--- src/rtl/clc_pkg.sv ---
package clc_pkg;
    typedef enum logic [1:0] {
        REG_CMP  = 2'd0,
        REG_MSK1 = 2'd1,
        REG_MSK2 = 2'd2,
        REG_NONE = 2'd3
    } clc_reg_e;

    function automatic int cnt_width(input int segs);
        return (segs > 1) ? $clog2(segs) : 1;
    endfunction
endpackage

--- src/rtl/clc_seg_counter.sv ---
module clc_seg_counter #(
    parameter int CNT_W = 1,
    parameter int LAST  = 1
) (
    input  logic             clk,
    input  logic             rst_n,
    input  logic             load,
    input  logic [CNT_W-1:0] first_in,
    input  logic [CNT_W-1:0] last_in,
    input  logic             step,
    output logic [CNT_W-1:0] seg,
    output logic             at_end
);
    localparam logic [CNT_W-1:0] TOP = CNT_W'(LAST);

    typedef struct packed {
        logic [CNT_W-1:0] seg;
        logic [CNT_W-1:0] first;
        logic [CNT_W-1:0] last;
    } cnt_t;

    cnt_t cnt_d, cnt_q;

    function automatic logic [CNT_W-1:0] clip(input logic [CNT_W-1:0] v);
        return (v > TOP) ? TOP : v;
    endfunction

    always_comb begin
        cnt_d  = cnt_q;
        at_end = (cnt_q.seg == cnt_q.last) || (cnt_q.seg == TOP);
        if (load) begin
            cnt_d.first = clip(first_in);
            cnt_d.last  = clip(last_in);
            cnt_d.seg   = clip(first_in);
        end else if (step) begin
            cnt_d.seg = at_end ? cnt_q.first : cnt_q.seg + 1'b1;
        end
    end

    always_ff @(posedge clk or negedge rst_n) begin
        if (!rst_n) begin
            cnt_q.seg   <= '0;
            cnt_q.first <= '0;
            cnt_q.last  <= TOP;
        end else begin
            cnt_q <= cnt_d;
        end
    end

    assign seg = cnt_q.seg;
endmodule

--- src/rtl/clc_rotator.sv ---
module clc_rotator #(
    parameter int W = 64
) (
    input  logic [W-1:0] din,
    input  logic         dir_right,
    output logic [W-1:0] dout
);
    always_comb begin
        if (dir_right) dout = {din[0], din[W-1:1]};
        else           dout = {din[W-2:0], din[W-1]};
    end
endmodule

--- src/rtl/clc_slice_merge.sv ---
module clc_slice_merge #(
    parameter int SEG_W    = 32,
    parameter int NUM_SEGS = 2,
    parameter int CNT_W    = 1,
    localparam int W       = SEG_W * NUM_SEGS
) (
    input  logic [W-1:0]     old_word,
    input  logic [W-1:0]     mask_word,
    input  logic [SEG_W-1:0] data,
    input  logic [CNT_W-1:0] seg,
    input  logic             masked,
    output logic [W-1:0]     new_word
);
    for (genvar g = 0; g < NUM_SEGS; g++) begin : g_slice
        logic [SEG_W-1:0] keep;
        logic [SEG_W-1:0] old_s;
        assign old_s = old_word[g*SEG_W +: SEG_W];
        assign keep  = masked ? mask_word[g*SEG_W +: SEG_W] : '0;
        assign new_word[g*SEG_W +: SEG_W] =
            (seg == CNT_W'(g)) ? ((old_s & keep) | (data & ~keep)) : old_s;
    end
endmodule

--- src/rtl/seg_comparand_loader.sv ---
module seg_comparand_loader
    import clc_pkg::*;
#(
    parameter int SEG_W    = 32,
    parameter int NUM_SEGS = 2,
    localparam int WORD_W  = SEG_W * NUM_SEGS,
    localparam int CNT_W   = cnt_width(NUM_SEGS)
) (
    input  logic              clk,
    input  logic              rst_n,
    input  logic              cfg_en,
    input  logic [CNT_W-1:0]  cfg_wr_first,
    input  logic [CNT_W-1:0]  cfg_wr_last,
    input  logic [CNT_W-1:0]  cfg_rd_first,
    input  logic [CNT_W-1:0]  cfg_rd_last,
    input  logic              wr_en,
    input  logic [1:0]        wr_dest,
    input  logic [SEG_W-1:0]  wr_data,
    input  logic              wr_masked,
    input  logic              wr_mask_sel,
    input  logic              shift_en,
    input  logic              shift_tgt,
    input  logic              shift_dir,
    input  logic              cmp_mask_sel,
    input  logic              rd_en,
    input  logic [1:0]        rd_src,
    output logic [SEG_W-1:0]  rd_data,
    output logic [CNT_W-1:0]  wr_seg,
    output logic [CNT_W-1:0]  rd_seg,
    output logic              cmp_req,
    output logic [WORD_W-1:0] cmp_key,
    output logic [WORD_W-1:0] cmp_mask
);
    typedef struct packed {
        logic [WORD_W-1:0] comp;
        logic [WORD_W-1:0] msk1;
        logic [WORD_W-1:0] msk2;
        logic              req;
        logic [SEG_W-1:0]  rd_data;
    } state_t;

    state_t st_d, st_q;

    clc_reg_e          dest, src;
    logic              wr_go, rd_go, sh_go;
    logic              wr_at_end, rd_at_end;
    logic [WORD_W-1:0] wr_old, wr_guard, wr_new;
    logic [WORD_W-1:0] comp_rot, msk2_rot, rd_word;

    assign dest  = clc_reg_e'(wr_dest);
    assign src   = clc_reg_e'(rd_src);
    assign wr_go = wr_en && !cfg_en;
    assign rd_go = rd_en && !cfg_en;
    assign sh_go = shift_en && !wr_en && !cfg_en;

    // Write and read segment counters, each with its own window
    clc_seg_counter #(.CNT_W(CNT_W), .LAST(NUM_SEGS - 1)) u_wr_cnt (
        .clk      (clk),
        .rst_n    (rst_n),
        .load     (cfg_en),
        .first_in (cfg_wr_first),
        .last_in  (cfg_wr_last),
        .step     (wr_go),
        .seg      (wr_seg),
        .at_end   (wr_at_end)
    );

    clc_seg_counter #(.CNT_W(CNT_W), .LAST(NUM_SEGS - 1)) u_rd_cnt (
        .clk      (clk),
        .rst_n    (rst_n),
        .load     (cfg_en),
        .first_in (cfg_rd_first),
        .last_in  (cfg_rd_last),
        .step     (rd_go),
        .seg      (rd_seg),
        .at_end   (rd_at_end)
    );

    // Operand selection for the slice merge
    always_comb begin
        unique case (dest)
            REG_CMP:  wr_old = st_q.comp;
            REG_MSK1: wr_old = st_q.msk1;
            REG_MSK2: wr_old = st_q.msk2;
            default:  wr_old = '0;
        endcase
        wr_guard = wr_mask_sel ? st_q.msk2 : st_q.msk1;
    end

    clc_slice_merge #(.SEG_W(SEG_W), .NUM_SEGS(NUM_SEGS), .CNT_W(CNT_W)) u_merge (
        .old_word  (wr_old),
        .mask_word (wr_guard),
        .data      (wr_data),
        .seg       (wr_seg),
        .masked    (wr_masked),
        .new_word  (wr_new)
    );

    clc_rotator #(.W(WORD_W)) u_rot_comp (
        .din       (st_q.comp),
        .dir_right (shift_dir),
        .dout      (comp_rot)
    );

    clc_rotator #(.W(WORD_W)) u_rot_msk2 (
        .din       (st_q.msk2),
        .dir_right (shift_dir),
        .dout      (msk2_rot)
    );

    // Next-state computation
    always_comb begin
        st_d     = st_q;
        st_d.req = 1'b0;

        unique case (src)
            REG_CMP:  rd_word = st_q.comp;
            REG_MSK1: rd_word = st_q.msk1;
            REG_MSK2: rd_word = st_q.msk2;
            default:  rd_word = '0;
        endcase

        if (wr_go) begin
            unique case (dest)
                REG_CMP: begin
                    st_d.comp = wr_new;
                    st_d.req  = wr_at_end;
                end
                REG_MSK1: st_d.msk1 = wr_new;
                REG_MSK2: st_d.msk2 = wr_new;
                default: ;
            endcase
        end else if (sh_go) begin
            if (shift_tgt) st_d.msk2 = msk2_rot;
            else           st_d.comp = comp_rot;
        end

        if (rd_go) begin
            st_d.rd_data = rd_word[int'(rd_seg)*SEG_W +: SEG_W];
        end
    end

    always_ff @(posedge clk or negedge rst_n) begin
        if (!rst_n) begin
            st_q <= '0;
        end else begin
            st_q <= st_d;
        end
    end

    assign rd_data  = st_q.rd_data;
    assign cmp_req  = st_q.req;
    assign cmp_key  = st_q.comp;
    assign cmp_mask = cmp_mask_sel ? st_q.msk2 : st_q.msk1;

    logic unused_ok;
    assign unused_ok = rd_at_end;
endmodule

--- config.mk ---
export PLATFORM = sky130hd
export DESIGN_NAME = seg_comparand_loader
export DESIGN_NICKNAME = d
export VERILOG_FILES = /design/src/rtl/clc_pkg.sv /design/src/rtl/clc_seg_counter.sv /design/src/rtl/clc_rotator.sv /design/src/rtl/clc_slice_merge.sv /design/src/rtl/seg_comparand_loader.sv
export SDC_FILE = /design/constraint.sdc
export NUM_CORES = 1
export LEC_CHECK = 0
export CAP_MARGIN = 20
export CORE_MARGIN = 2
export CORE_UTILIZATION = 44
export DETAILED_ROUTE_END_ITERATION = 10
export DONT_BUFFER_PORTS = 1
export GPL_TIMING_DRIVEN = 0
export PLACE_DENSITY = 0.67
export SYNTH_ARGS = -nofsm -noshare
export SYNTH_HDL_FRONTEND = slang
export SYNTH_SLANG_ARGS = --single-unit
export TNS_END_PERCENT = 50
--- constraint.sdc ---
create_clock -name clk -period 2.35 [get_ports clk]
set_clock_uncertainty 0.1 [all_clocks]
set_input_delay 0.705 -clock clk [delete_from_list [all_inputs] [get_ports clk]]
set_output_delay 0.705 -clock clk [all_outputs]
set_load 0.005 [all_outputs]
Word level (Yosys, flattened, before mapping)
Cells that the tools add are included.
W data, S select, Z words.
{"block": "totals", "elab_cells": 82, "ff_bits": 231, "in_bits": 51, "out_inout_bits": 163}
{"block": "classes", "eq_ne": 9, "n_mux": 30, "bitwise_logic": 8, "addsub": 2, "reduce_logical": 17, "order_cmp": 4, "shift": 1}
{"op": "$mux W64", "count": 12}
{"op": "$pmux W64 S3", "count": 2}
{"op": "$and A32 B32 Y32", "count": 4}
{"op": "$mux W32", "count": 4}
{"op": "$not A32 Y32", "count": 2}
{"op": "$or A32 B32 Y32", "count": 2}
{"op": "$shiftx A64 B7 Y32", "count": 1}
{"op": "$mux W1", "count": 12}
{"op": "$reduce_bool A2 Y1", "count": 4}
{"op": "$reduce_and A3 Y1", "count": 2}
{"op": "$eq A2 B1 Y1 const B", "count": 2}
{"op": "$eq A2 B2 Y1 const B", "count": 2}
{"op": "$gt A1 B1 Y1 const B", "count": 4}
{"op": "$logic_and A1 B1 Y1", "count": 4}
{"op": "$logic_not A2 Y1", "count": 2}
{"op": "$ne A2 B2 Y1 const B", "count": 2}
{"op": "$add A1 B1 Y1 const B", "count": 2}
{"op": "$eq A1 B1 Y1", "count": 2}
{"op": "$logic_not A1 Y1", "count": 2}
{"op": "$logic_or A1 B1 Y1", "count": 2}
{"op": "$ne A2 B1 Y1 const B", "count": 1}
{"op": "$reduce_and A2 Y1", "count": 1}

Logic depth before layout (Yosys ltp)
{"block": "logic_depth", "depth_word": 8, "mapped_depth": 7}

By module
A second synthesis with hierarchy kept.
{"block": "hier_totals", "hier_cells": 1718, "hier_area_um2": 19073.3}
{"module": "seg_comparand_loader", "n_inst": 1, "cells_per_inst": 1412, "area_each_um2": 14878.0, "seq_area_each_um2": 5630.4}
{"module": "clc_rotator", "n_inst": 2, "cells_per_inst": 71, "area_each_um2": 1077.3, "seq_area_each_um2": 0.0}
{"module": "clc_slice_merge", "n_inst": 1, "cells_per_inst": 142, "area_each_um2": 1770.4, "seq_area_each_um2": 0.0}
{"module": "clc_seg_counter", "n_inst": 2, "cells_per_inst": 11, "area_each_um2": 135.1, "seq_area_each_um2": 76.3}

Least setup slack after synthesis
No wires, ideal clock.
{"block": "synth_path", "path_kind": "in2out", "startpoint": "input port cmp_mask_sel", "endpoint": "output port cmp_mask[10]", "stages": 3, "path_slack_ns": -0.176, "arrival_time_ns": 1.721, "n_path_buf": 2, "cell_sequence": "clkbuf_1 -> clkbuf_1 -> mux2_2"}
{"block": "synth_via", "elab_chain_cells": 1}
{"element": "start, declared", "line": "seg_comparand_loader.sv:24", "text": "input logic cmp_mask_sel,"}
{"element": "$mux W64", "line": "seg_comparand_loader.sv:154", "text": "assign cmp_mask = cmp_mask_sel ? st_q.msk2 : st_q.msk1;"}
{"element": "end, declared", "line": "seg_comparand_loader.sv:32", "text": "output logic [WORD_W-1:0] cmp_mask"}
No other way between the ends.

==> impl_metrics.csv <==
group,metric,value,unit
timing,hold_slack,-0.247,ns
global_route,grt-busiest-layer,"met2",
pwr,cellPowerDensity,934,nW/um^2
timing,relSlewSlack,31.6,%
setup_path,worstSetupEndpointType,"flop",
timing,hold_violations,229,
timing,max_freq,0.416,GHz
clocking,htreeDepth,1,
floorplan,rows,72,
global_route,use_met2,50.4,%
yosys,syn_nets,1905,
floorplan,initial_core_util,44.6,%
yosys,synth_cells,1854,
setup_path,critical_path.cell_chain,"clkbuf_1, clkbuf_2, nor2b_1, nor4_1",
routing,vias,16500,
finish,fin_area,18900,sq um
setup_path,critPathRequiredTime,2.61,ns
placement,place.gp.congestion,0.956,
yosys,synth_top_area_share,33.4,%
global_route,grt_use_met1,42.0,%
worst_hold_path,min_path_type,"primary input to async pin",
yosys,ys_warn_count,0,
yosys,avgSynthCellArea,9.27,sq um
timing,max_slew.worst_pin.slew,1.02,ns
setup_path,cp_slowest_cell,"nor4_1",
clocking,post-cts-setup-buffers,0,
clocking,cts_tree,"yes",
job,maxCapViolCount,0,
routing,drt-total-wl,68700,microns
pwr,p_leak,0.00799,uW
yosys,ys_seq_area_share,33.7,%
finish,syn_to_final_growth,9.72,%
global_route,grt_pass1_vias,16200,
global_route,antenna_found_initial,10,
finish,fill_cells,3705,
setup_path,cp-endpoint,"cmp_req$_DFF_PN0_",
clocking,clk_pin_slew,0.06,ns
global_route,grt_max_degree,232,
clocking,clock_sinks,231,
clocking,numCtsBuffers,27,
setup_path,crit_path_start_kind,"flop",
floorplan,die_h,202,microns
setup_path,worst-r2r-cell-count,4,
global_route,grt_usage,32.7,%
yosys,ys_types,28,
routing,vias_per_cell,6.78,
yosys,synth-seq-cells,231,
routing,ant_nets,0,
placement,dpl_cell_area,17900,sq um
timing,drv_slew,0,
timing,finalCritPeriodShare,102,%
floorplan,dieArea,40600,sq um
finish,multiInputGateArea,9830,sq um
routing,wl_per_cell,28.2,microns
pwr,ir_drop,0.427,mV
outcome,status,"finished with violations",
setup_path,r2r_start,"u_wr_cnt.seg$_DFFE_PN0P_",
floorplan,ios,214,
global_route,grt.overflow.total,0,
finish,seqCellArea,5780,sq um
timing,fin_ws,-0.0528,ns
global_route,grt_pass1_wl,102000,microns
placement,hpwl,49400,microns
finish,drive_gt1_share,18.4,%
timing,setup_viol,1,
timing,rsz0062_at_grt,"yes",
routing,drt_iter0_drc,1901,
clocking,clockBufferDepth,3,
setup_path,startpoint,"u_wr_cnt.seg$_DFFE_PN0P_",
yosys,netlist_area,17200,sq um
setup_path,worstPathArrival,2.67,ns
setup_path,r2r_slack,-0.05,ns
placement,numPortBuffers,0,
routing,drc,0,
timing,fin_crit,2.40,ns
routing,drtPass1Iterations,5,
placement,post-place-ws,-0.510,ns
yosys,synth_top_cell_by_area,"dfrtp_1",
clocking,clockRootBuffer,"clkbuf_16",
setup_path,worstPathMaxFanout,10,
yosys,netlist_top_cells_area,"dfrtp_1 (33%), mux2i_1 (15%), mux2_2 (8.6%)",
finish,nets,1934,
setup_path,path_class,"flop to flop",
global_route,grt_use_met3,11.0,%
setup_path,cpPeakStageDelay,0.59,ns
floorplan,die_x,202,microns
outcome,violations,"hold timing, setup timing",
pwr,total_power,17600,uW
floorplan,core,38600,sq um
clocking,clk_latency,0.56,ns
setup_path,regToRegEndpoint,"cmp_req$_DFF_PN0_",
[worst max-delay path, delay by kind of cell, from the launching register on]
family,cells,cell delay [ns]
buffers and inverters,2,0.94
AND/OR/NAND/NOR,2,0.73
flip-flops,1,0.43
[kinds of logic (layout without fill, tap and decap cells)]
group                  Yosys count  count (layout)  share of synthesized area (%)
other                            0              17                              0
AND/OR/NAND/NOR                398             398                           12.2
flip-flops                     231             231                           33.7
multiplexers                   387             387                           23.5
AO/OA/AOI/OAI                  552             552                           21.5
buffers and inverters          286             335                           9.12
[how the worst min path moves through the flow]
stage / end / cells past startpoint
after floorplan: cmp_key[0]$_DFFE_PN0P_ / 0
after global placement: cmp_key[22]$_DFFE_PN0P_ / 0
after detailed placement: cmp_key[22]$_DFFE_PN0P_ / 0
after CTS: cmp_key[22]$_DFFE_PN0P_ / 0
after global routing: cmp_key[23]$_DFFE_PN0P_ / 0
final: st_q[55]$_DFFE_PN0P_ / 0
[cell usage after synthesis]
library cell / count
nand2b_1: 4
a221oi_1: 32
nor2b_1: 35
a211oi_1: 32
buf_4: 102
a32o_1: 32
nand4bb_1: 1
or4b_1: 1
o31ai_1: 193
clkbuf_1: 108
nand2_1: 130
buf_2: 47
a21oi_1: 194
dfstp_2: 2
dfrtp_1: 229
o22a_1: 2
buf_6: 7
nor3b_1: 1
mux2i_1: 256
and3b_1: 32
inv_1: 1
mux2_2: 131
nor4_1: 129
o211ai_1: 32
nor2_1: 65
o31a_1: 2
o21ai_0: 33
buf_1: 21
[per-layer routing]
| layer | part of all wire, % | vias to the layer above |
|---|---|---|
| met5 | 0.11 | - |
| met4 | 3.9 | 10 |
| met3 | 13 | 208 |
| met2 | 44 | 1168 |
| met1 | 39 | 8026 |
| li1 | - | 7126 |
[flip-flops by register name, indices dropped and copies added (netlist names)]
name            count
u_wr_cnt.cnt_q      2
u_wr_cnt.seg        1
cmp_key            64
rd_data            32
u_rd_cnt.seg        1
cmp_req             1
st_q              128
u_rd_cnt.cnt_q      2
[cells in the final DEF, fill, tap and decap left out, types with 47 or more instances in the layout]
| cell | n |
|---|---|
| a21oi_1 | 194 |
| buf_2 | 47 |
| buf_4 | 102 |
| clkbuf_1 | 99 |
| dfrtp_1 | 229 |
| mux2_2 | 131 |
| mux2i_1 | 256 |
| nand2_1 | 130 |
| nor2_1 | 65 |
| nor4_1 | 129 |
| o31ai_1 | 193 |
[power by group]
part	total, uW	internal, uW	switching, uW
combinational	6170	2940	3230
clock	4240	2470	1770
sequential	7210	5120	2090
total	17600	10500	7090
[per-stage QoR]
step	cells	TNS [ns]	utilization (%)	hold slack [ns]
floorplan	1854	0	-	0.309
global placement	2372	-92.18	46.3	0.324
detailed placement	2372	-97.14	46.3	0.321
CTS	2421	-0.0145	48.7	-0.266
global route	2424	-0.122	48.8	-0.262
finish	2438	-0.0528	48.9	-0.247
[repair_timing]
action                                  in CTS  in global routing
endpoints found under the setup margin     171                133
cloned                                       0                  0
gates resized for setup                     15                 11
hold endpoints to repair                   231                229
[area by class of cell]
class	instances	area share, %
Inverter	1	0.0199
Buffer	285	8.87
Antenna cell	17	0.226
Clock inverter	7	0.319
Tap cell	518	3.44
Clock buffer	42	4.31
Multi-Input combinational cell	1337	52.1
Sequential cell	231	30.7
Power figures use the tool's default switching activity.
